## src/rtl/pwb_pkg.sv

```systemverilog
package pwb_pkg;

  typedef enum logic [1:0] {
    ST_IDLE   = 2'd0,
    ST_FILL   = 2'd1,
    ST_COMMIT = 2'd2,
    ST_PROG   = 2'd3
  } pwb_state_e;

  // protection decision from level and the two top address bits
  function automatic logic in_prot(input logic [1:0] lvl, input logic [1:0] top2);
    logic r;
    case (lvl)
      2'd0:    r = 1'b0;
      2'd1:    r = (top2 == 2'b11);
      2'd2:    r = top2[1];
      default: r = 1'b1;
    endcase
    return r;
  endfunction

endpackage

```

## src/rtl/pwb_page_store.sv

```systemverilog
module pwb_page_store #(
  parameter int PAGE_BYTES = 32,
  localparam int OFF_W = $clog2(PAGE_BYTES)
) (
  input  logic             clk,
  input  logic             rst_n,
  input  logic             clr,
  input  logic             wr_en,
  input  logic [OFF_W-1:0] wr_off,
  input  logic [7:0]       wr_dat,
  input  logic [OFF_W-1:0] rd_off,
  output logic [7:0]       rd_dat,
  output logic             rd_mark,
  output logic             any_mark
);
  logic [7:0]            slot [PAGE_BYTES];
  logic [PAGE_BYTES-1:0] mark;

  for (genvar g = 0; g < PAGE_BYTES; g++) begin : g_slot
    logic hit;
    assign hit = wr_en && (wr_off == OFF_W'(g));
    always_ff @(posedge clk or negedge rst_n) begin
      if (!rst_n) begin
        slot[g] <= '0;
        mark[g] <= 1'b0;
      end else if (clr) begin
        mark[g] <= 1'b0;
      end else if (hit) begin
        slot[g] <= wr_dat;
        mark[g] <= 1'b1;
      end
    end
  end

  assign rd_dat   = slot[rd_off];
  assign rd_mark  = mark[rd_off];
  assign any_mark = |mark;
endmodule

```

## src/rtl/pwb_prog_timer.sv

```systemverilog
module pwb_prog_timer #(
  parameter int PROG_CYCLES = 100000,
  localparam int CW = $clog2(PROG_CYCLES + 1)
) (
  input  logic clk,
  input  logic rst_n,
  input  logic start,
  output logic running,
  output logic last
);
  logic [CW-1:0] cnt;

  always_ff @(posedge clk or negedge rst_n) begin
    if (!rst_n) begin
      running <= 1'b0;
      cnt     <= '0;
    end else if (start) begin
      running <= 1'b1;
      cnt     <= CW'(PROG_CYCLES - 1);
    end else if (running) begin
      if (cnt == '0) running <= 1'b0;
      else           cnt <= cnt - 1'b1;
    end
  end

  assign last = running && (cnt == '0);
endmodule

```

## src/rtl/pwb_commit_seq.sv

```systemverilog
module pwb_commit_seq
  import pwb_pkg::*;
#(
  parameter int ADDR_W = 11,
  parameter int PAGE_BYTES = 32,
  localparam int OFF_W = $clog2(PAGE_BYTES),
  localparam int HI_W = ADDR_W - OFF_W
) (
  input  logic              clk,
  input  logic              rst_n,
  input  logic              wel,
  input  logic              wr_begin,
  input  logic [ADDR_W-1:0] wr_addr,
  input  logic              byte_vld,
  input  logic              cs_rise,
  input  logic              cs_on_boundary,
  input  logic [1:0]        prot_lvl,
  input  logic              any_mark,
  input  logic              rd_mark,
  input  logic              timer_last,
  output logic              store_clr,
  output logic              store_wr,
  output logic [OFF_W-1:0]  fill_off,
  output logic [OFF_W-1:0]  scan_off,
  output logic              arr_we,
  output logic [ADDR_W-1:0] arr_addr,
  output logic              commit_go,
  output logic              abandon,
  output logic              timer_start,
  output logic              in_scan,
  output logic              in_prog
);
  pwb_state_e       st;
  logic [HI_W-1:0]  base;
  logic             hit_any;
  logic             scan_end;

  assign in_scan   = (st == ST_COMMIT);
  assign in_prog   = (st == ST_PROG);
  assign store_clr = (st == ST_IDLE) && wr_begin && wel;
  assign store_wr  = (st == ST_FILL) && byte_vld;
  assign commit_go = (st == ST_FILL) && cs_rise && cs_on_boundary && any_mark;
  assign abandon   = (st == ST_FILL) && cs_rise && !(cs_on_boundary && any_mark);
  assign arr_addr  = {base, scan_off};
  assign arr_we    = in_scan && rd_mark && !in_prot(prot_lvl, arr_addr[ADDR_W-1 -: 2]);
  assign scan_end  = in_scan && (scan_off == OFF_W'(PAGE_BYTES - 1));
  assign timer_start = scan_end && (hit_any || arr_we);

  always_ff @(posedge clk or negedge rst_n) begin
    if (!rst_n) begin
      st       <= ST_IDLE;
      base     <= '0;
      fill_off <= '0;
      scan_off <= '0;
      hit_any  <= 1'b0;
    end else begin
      case (st)
        ST_IDLE: begin
          if (store_clr) begin
            st       <= ST_FILL;
            base     <= wr_addr[ADDR_W-1:OFF_W];
            fill_off <= wr_addr[OFF_W-1:0];
          end
        end
        ST_FILL: begin
          if (store_wr) fill_off <= fill_off + 1'b1;
          if (commit_go) begin
            st       <= ST_COMMIT;
            scan_off <= '0;
            hit_any  <= 1'b0;
          end else if (abandon) begin
            st <= ST_IDLE;
          end
        end
        ST_COMMIT: begin
          hit_any  <= hit_any || arr_we;
          scan_off <= scan_off + 1'b1;
          if (scan_end) st <= timer_start ? ST_PROG : ST_IDLE;
        end
        default: begin
          if (timer_last) st <= ST_IDLE;
        end
      endcase
    end
  end
endmodule

```

## src/rtl/page_write_buffer.sv

```systemverilog
module page_write_buffer
  import pwb_pkg::*;
#(
  parameter int ADDR_W = 11,
  parameter int PAGE_BYTES = 32,
  parameter int PROG_CYCLES = 100000,
  localparam int OFF_W = $clog2(PAGE_BYTES)
) (
  input  logic              clk,
  input  logic              rst_n,
  input  logic              wel,
  input  logic              wr_begin,
  input  logic [ADDR_W-1:0] wr_addr,
  input  logic              byte_vld,
  input  logic [7:0]        byte_dat,
  input  logic              cs_rise,
  input  logic              cs_on_boundary,
  input  logic [1:0]        prot_lvl,
  input  logic              cmd_vld,
  input  logic              cmd_is_status,
  output logic              cmd_allow,
  input  logic [7:0]        sts_live,
  output logic [7:0]        sts_rd,
  output logic              arr_we,
  output logic [ADDR_W-1:0] arr_addr,
  output logic [7:0]        arr_wdata,
  output logic              busy,
  output logic              done,
  output logic              wel_clr
);
  logic             store_clr, store_wr, any_mark, rd_mark;
  logic [OFF_W-1:0] fill_off, scan_off;
  logic             commit_go, abandon, timer_start, timer_last, timer_run;
  logic             in_scan, in_prog;

  pwb_page_store #(.PAGE_BYTES(PAGE_BYTES)) u_store (
    .clk(clk), .rst_n(rst_n), .clr(store_clr), .wr_en(store_wr),
    .wr_off(fill_off), .wr_dat(byte_dat), .rd_off(scan_off),
    .rd_dat(arr_wdata), .rd_mark(rd_mark), .any_mark(any_mark)
  );

  pwb_commit_seq #(.ADDR_W(ADDR_W), .PAGE_BYTES(PAGE_BYTES)) u_seq (
    .clk(clk), .rst_n(rst_n), .wel(wel), .wr_begin(wr_begin), .wr_addr(wr_addr),
    .byte_vld(byte_vld), .cs_rise(cs_rise), .cs_on_boundary(cs_on_boundary),
    .prot_lvl(prot_lvl), .any_mark(any_mark), .rd_mark(rd_mark),
    .timer_last(timer_last), .store_clr(store_clr), .store_wr(store_wr),
    .fill_off(fill_off), .scan_off(scan_off), .arr_we(arr_we), .arr_addr(arr_addr),
    .commit_go(commit_go), .abandon(abandon), .timer_start(timer_start),
    .in_scan(in_scan), .in_prog(in_prog)
  );

  pwb_prog_timer #(.PROG_CYCLES(PROG_CYCLES)) u_timer (
    .clk(clk), .rst_n(rst_n), .start(timer_start),
    .running(timer_run), .last(timer_last)
  );

  assign busy      = in_scan || in_prog;
  assign done      = in_prog && timer_last;
  assign wel_clr   = done;
  assign sts_rd    = busy ? 8'hFF : sts_live;
  assign cmd_allow = cmd_vld && (!busy || cmd_is_status);
endmodule

```

## config.mk

```make
export PLATFORM = sky130hd
export DESIGN_NAME = page_write_buffer
export DESIGN_NICKNAME = d
export VERILOG_FILES = /design/src/rtl/pwb_pkg.sv /design/src/rtl/pwb_page_store.sv /design/src/rtl/pwb_prog_timer.sv /design/src/rtl/pwb_commit_seq.sv /design/src/rtl/page_write_buffer.sv
export SDC_FILE = /design/constraint.sdc
export NUM_CORES = 1
export LEC_CHECK = 0
export BUFFER_PORTS_ARGS = -buffer_cell sky130_fd_sc_hd__buf_2
export CAP_MARGIN = 20
export CORE_UTILIZATION = 65
export CTS_BUF_LIST = sky130_fd_sc_hd__clkbuf_16
export DETAILED_ROUTE_END_ITERATION = 7
export MAX_ROUTING_LAYER = met4
export PLACE_DENSITY_LB_ADDON = 0.25
export SYNTH_ARGS = -nofsm -noshare
export SYNTH_HDL_FRONTEND = slang
export SYNTH_SLANG_ARGS = --single-unit
```

## constraint.sdc

```tcl
create_clock -name clk -period 5.4 [get_ports clk]
set_input_delay 0.27 -clock clk [delete_from_list [all_inputs] [get_ports clk]]
set_output_delay 0.27 -clock clk [all_outputs]
set_load 0.03 [all_outputs]
```

### Word-level counts from Yosys, hierarchy flattened

Index checks and enable logic that the tools add are counted.

| word-level totals | value |
|---|---|
| logic and storage cells | 344 |
| output and inout port bits | 32 |
| register bits | 325 |
| input bits | 38 |

| cells by class | value |
|---|---|
| equal/unequal tests | 44 |
| add/sub/neg operators | 3 |
| mux-type cells | 91 |
| order comparisons | 2 |
| bitwise gates (word level) | 2 |
| reductions and logical operators | 131 |

Operators with widths:

| kind | count |
|---|---|
| $eq A5 B5 Y1 const B | 17 |
| $reduce_and A2 Y1 | 35 |
| $reduce_bool A2 Y1 | 35 |
| $mux W1 | 69 |
| $mux W17 | 3 |
| $logic_and A1 B1 Y1 | 47 |
| $bmux W8 S5 | 1 |
| $eq A5 B4 Y1 const B | 8 |
| $reduce_or A32 Y1 | 1 |
| $mux W8 | 3 |
| $eq A5 B3 Y1 const B | 4 |
| $pmux W5 S2 | 2 |
| $logic_not A17 Y1 | 1 |
| $sub A17 B1 Y17 const B | 1 |
| $mux W5 | 3 |
| $mux W2 | 6 |
| $add A5 B1 Y5 const B | 2 |
| $eq A5 B2 Y1 const B | 2 |
| $eq A2 B2 Y1 const B | 4 |
| $ne A2 B2 Y1 const B | 4 |
| $ge A6 B6 Y1 const B | 1 |
| $lt A5 B6 Y1 const B | 1 |
| $not A5 Y6 | 1 |
| $pmux W2 S3 | 1 |
| other kinds (15) | 21 |

### Logic depth before layout (Yosys ltp)

| depth | value |
|---|---|
| depth in word-level cells | 9 |
| gate-level depth with buffers | 9 |
| depth with buffers taken out | 7 |

### By module

From an unflattened synthesis, not the netlist that was laid out.

| second synthesis, totals | value |
|---|---|
| cells, all modules | 1026 |
| area, all modules | 15399.8 um^2 |

Modules (own cells, without submodules):

| module | area an instance (um^2) | seq. area each (um^2) | cells each | instances |
|---|---|---|---|---|
| pwb_page_store | 13177.6 | 7206.9 | 815 | 1 |
| pwb_commit_seq | 1122.3 | 475.5 | 98 | 1 |
| pwb_prog_timer | 1011.0 | 450.4 | 100 | 1 |
| page_write_buffer | 88.8 | 0.0 | 13 | 1 |

### Worst setup path before layout

Ideal clock, no wire load.

| timing | value |
|---|---|
| kind | register to output |
| start point | register u_seq.scan_off[1] |
| end point | output arr_wdata[0] |
| buffers on the path | 4 |
| arrival time | 2520 ps |
| stages on the path, launching flop included | 8 |
| slack | 2610 ps |
| required time | 5130 ps |
| cells stage by stage | dfrtp_1 -> buf_2 -> buf_4 -> buf_2 -> buf_2 -> mux4_2 -> mux4_2 -> mux2_2 |

| between the ends | value |
|---|---|
| word-level cells in the longest chain between the ends | 4 |

Ends and longest elaborated chain:

| element | line | RTL |
|---|---|---|
| from (decl) | pwb_commit_seq.sv:24 | `output logic [OFF_W-1:0] scan_off,` |
| from (signal assigned) | pwb_commit_seq.sv:77 | `scan_off <= scan_off + 1'b1;` |
| $not A5 Y6 (implied by the code) | pwb_page_store.sv:35 | `assign rd_dat = slot[rd_off];` |
| $bmux W8 S5 | pwb_page_store.sv:35 |  |
| $mux W8 (implied by the code) (2 in a row) | pwb_page_store.sv:35 |  |
| to (decl) | page_write_buffer.sv:26 | `output logic [7:0] arr_wdata,` |

Every way passes these cells. The select of a mux whose other input is x is not followed.

### Worst setup path in the final report

| timing | value |
|---|---|
| start point | register u_seq.scan_off[0] |
| end point | output arr_wdata[7] |

The elaborated chain is that of the path after synthesis.

==> flow_summary.ini <==
[drt]
detail-route-antenna-nets = 0
routed_wl_microns = 33610
drtIter0Drc = 595
dr.pass1.iters = 5
vias = 9187
vias_per_cell = 6.479
drc = 0
wl_per_cell_microns = 23.70

[power]
p_per_area_nw_per_um2 = 486.6
peakVddDrop_mv = 0.3237
leakagePower_nw = 8.243

[yosys]
synth-seq-area-share_pct = 53.73
synthCells = 1068
ys_seq_elements = 325
synthFlopType = dfrtp_1
netlist_top_cells_count = 325 x dfrtp_1, 263 x mux2_2, 130 x nand2_1
synth_top_area_share_pct = 53.73
synth_edf_count = 0
ys_types = 41
yosys.area.top_type = dfrtp_1
synth_warnings = 0
avgSynthCellArea_sq_um = 14.17
synth.most_common_cell = dfrtp_1
synth.net_count = 1116
synth-async-reset-ratio_pct = 100.0
netlist_area_sq_um = 15140
ys_top_cells_by_area = dfrtp_1 54%, mux2_2 20%, mux4_2 13%, nand2_1 3.2%, clkbuf_1 1.3%

[clocking]
cts_sinks = 325
cts_resized = 0
cts_tree = done
post_cts_buffers = 0
clk_latency_ns = 0.51
htreeDepth = 2
cts-root-buf = clkbuf_16
cts_max_path_buffers = 3
numCtsBuffers = 35
clk_pin_slew_worst_paths_ns = 0.06

[placed_design]
dp_hpwl_microns = 19880
io_buffers = 69
place_ws_ns = 2.019
place_congestion = 0.8559
dp.cells = 1350

[floorplan]
ios = 70
core_area_sq_um = 22710
rows = 55
die-height_microns = 154.6
die_area_sq_um = 23900
initial_core_util_pct = 66.65
die_w_microns = 154.6

[layout]
nets = 1157
fillCellCount = 1454
layout-drive-gt1-share_pct = 42.58
synthToLayoutAreaGrowth_pct = 10.10
final_cells = 1418

[worst_setup_path]
crit_required_ns = 5.13
cp_slowest_stage_delay_ns = 1.05
crit_family = multiplexers
critical_path.cell_chain = buf_4, mux4_2, mux4_2, mux2_2, buf_2
critPathSlowestCell = dfrtp_4
endpoint_kind = output pin
crit_path_frequent_cell = mux4_2
cp.arrival_ns = 3.58
crit_fanout = 47
startpoint_type = register
path_class = reg -> out
crit_buf_inv = 2

[timing]
max_slew_margin_pct = 30.27
max_freq_mhz = 259.8
timing.final.crit_share_pct = 71.27
slew_violations = 0
clock-skew-final_ns = 0.01261
finalSetupTns_ns = 0
fin_ws_ns = 1.552
setup_viol = 0
worst_pin_slew_ns = 1.046
hold_viol = 0
rsz0062_at_grt = no
fin_crit_ns = 3.848

[flow_run]
maxCapViolations = 0

[min_path]
worstHoldPathType = in -> reg

[global_route]
grt_max_degree = 172
grt_pass1_vias = 9550
grt_pass1_wl_microns = 54210
gr-usage-all-layers_pct = 31.07
grt_overflow = 0
antenna_found_initial = 0

[outcome]
outcome = complete, no violations
==> metal layers <==
| layer | global-route usage, % | up-vias | routed length, microns |
|---|---|---|---|
| met2 | 49.56 | 304 | 16670 |
| met4 | 9.288 | 0 | 699 |
| met5 | - | - | 0 |
| met3 | 4.735 | 59 | 1975 |
| met1 | 42.02 | 4829 | 14270 |
| li1 | - | 3995 | - |
==> cell type report <==
cell class	instances	area, sq um	share of cell area [%]
inverter	8	30.03	0.1802
antenna	1	2.502	0.01502
clock inverter	25	135.1	0.8109
sequential	325	8142	48.86
multi-input combinational	656	6633	39.80
timing repair buffer	83	490.5	2.943
clock buffer	35	875.8	5.256
tap	285	356.6	2.140
==> where the power goes <==
group | switching (W) | internal (W) | total [W]
clock network | 0.000932 | 0.00122 | 0.00215
registers | 0.000651 | 0.00311 | 0.00376
logic | 0.000947 | 0.00125 | 0.00219
==> final timing paths <==
kind / from / to / slack (ns) / cells after the start
worst max-delay path: u_seq.scan_off[0]$_DFFE_PN0P_ / arr_wdata[7] / 1.55 / 5
worst min-delay path: wr_addr[0] / u_seq.fill_off[0]$_DFFE_PN0P_ / 0.04 / 2
worst min register to register: u_seq.base[2]$_DFFE_PN0P_ / u_seq.base[2]$_DFFE_PN0P_ / 0.47 / 2
min in group asynchronous: rst_n / u_store.slot[28]$_DFFE_PN0P_ / 0.34 / 2
worst max register to register: u_seq.scan_off[0]$_DFFE_PN0P_ / u_timer.cnt[8]$_DFFE_PN0P_ / 2.15 / 8
max in group asynchronous: rst_n / u_seq.scan_off[0]$_DFFE_PN0P_ / 3.57 / 3
==> sequential cells by signal (all words and copies together), names as in the netlist <==
name and cells:
u_timer.cnt 17, u_seq.base 6, u_seq.scan_off 5, u_store.slot 256
u_store.mark 32, u_seq.st 2, u_timer.running 1, u_seq.fill_off 5
u_seq.hit_any 1
==> cell families after synthesis <==
logic type / Yosys count / share of synthesized area, %
AO/OA/AOI/OAI: 28 / 1.265
XOR/XNOR: 17 / 0.9838
adder cells (fa/ha/maj): 10 / 0.8267
buffers and inverters: 87 / 2.447
flip-flops: 325 / 53.73
multiplexers: 365 / 33.36
AND/OR/NAND/NOR: 236 / 7.382
==> cell usage in the layout, fill, tap and decap left out, types with 5 or more instances in the layout <==
| cell | count |
|---|---|
| dlygate4sd3_1 | 7 |
| dfrtp_1 | 322 |
| clkbuf_16 | 35 |
| and3_1 | 21 |
| nor2b_1 | 6 |
| xnor2_1 | 8 |
| mux2_2 | 263 |
| nor4_1 | 11 |
| nor2_1 | 11 |
| clkinv_2 | 5 |
| buf_2 | 68 |
| ha_1 | 10 |
| o21ai_0 | 6 |
| clkinv_1 | 6 |
| xor2_1 | 9 |
| nand3_1 | 21 |
| nand4_1 | 9 |
| mux4_2 | 85 |
| nand2_1 | 130 |
| inv_1 | 19 |
| mux2i_1 | 14 |
| buf_4 | 6 |
| or2_2 | 8 |
==> through the flow <==
| stage | utilization, % | hold WS [ns] | power (W) | cell area [sq um] |
|---|---|---|---|---|
| 3_3_place_gp | 68.61 | 0.3096 | 0.005853 | 15580 |
| 4_1_cts | 73.37 | 0.02557 | 0.008138 | 16660 |
| 3_5_place_dp | 68.61 | 0.3135 | 0.005958 | 15580 |
| 6_report | 73.38 | 0.04286 | 0.008110 | 16660 |
| 2_1_floorplan | - | -0.02559 | 0.005342 | 15140 |
| 5_1_grt | 73.37 | 0.04569 | 0.008493 | 16660 |
==> timing repair <==
item	in CTS	in global routing
endpoints found under the setup margin	0	0
hold endpoints to repair	89	0
hold buffers	7	0
Power figures use the tool's default switching activity.
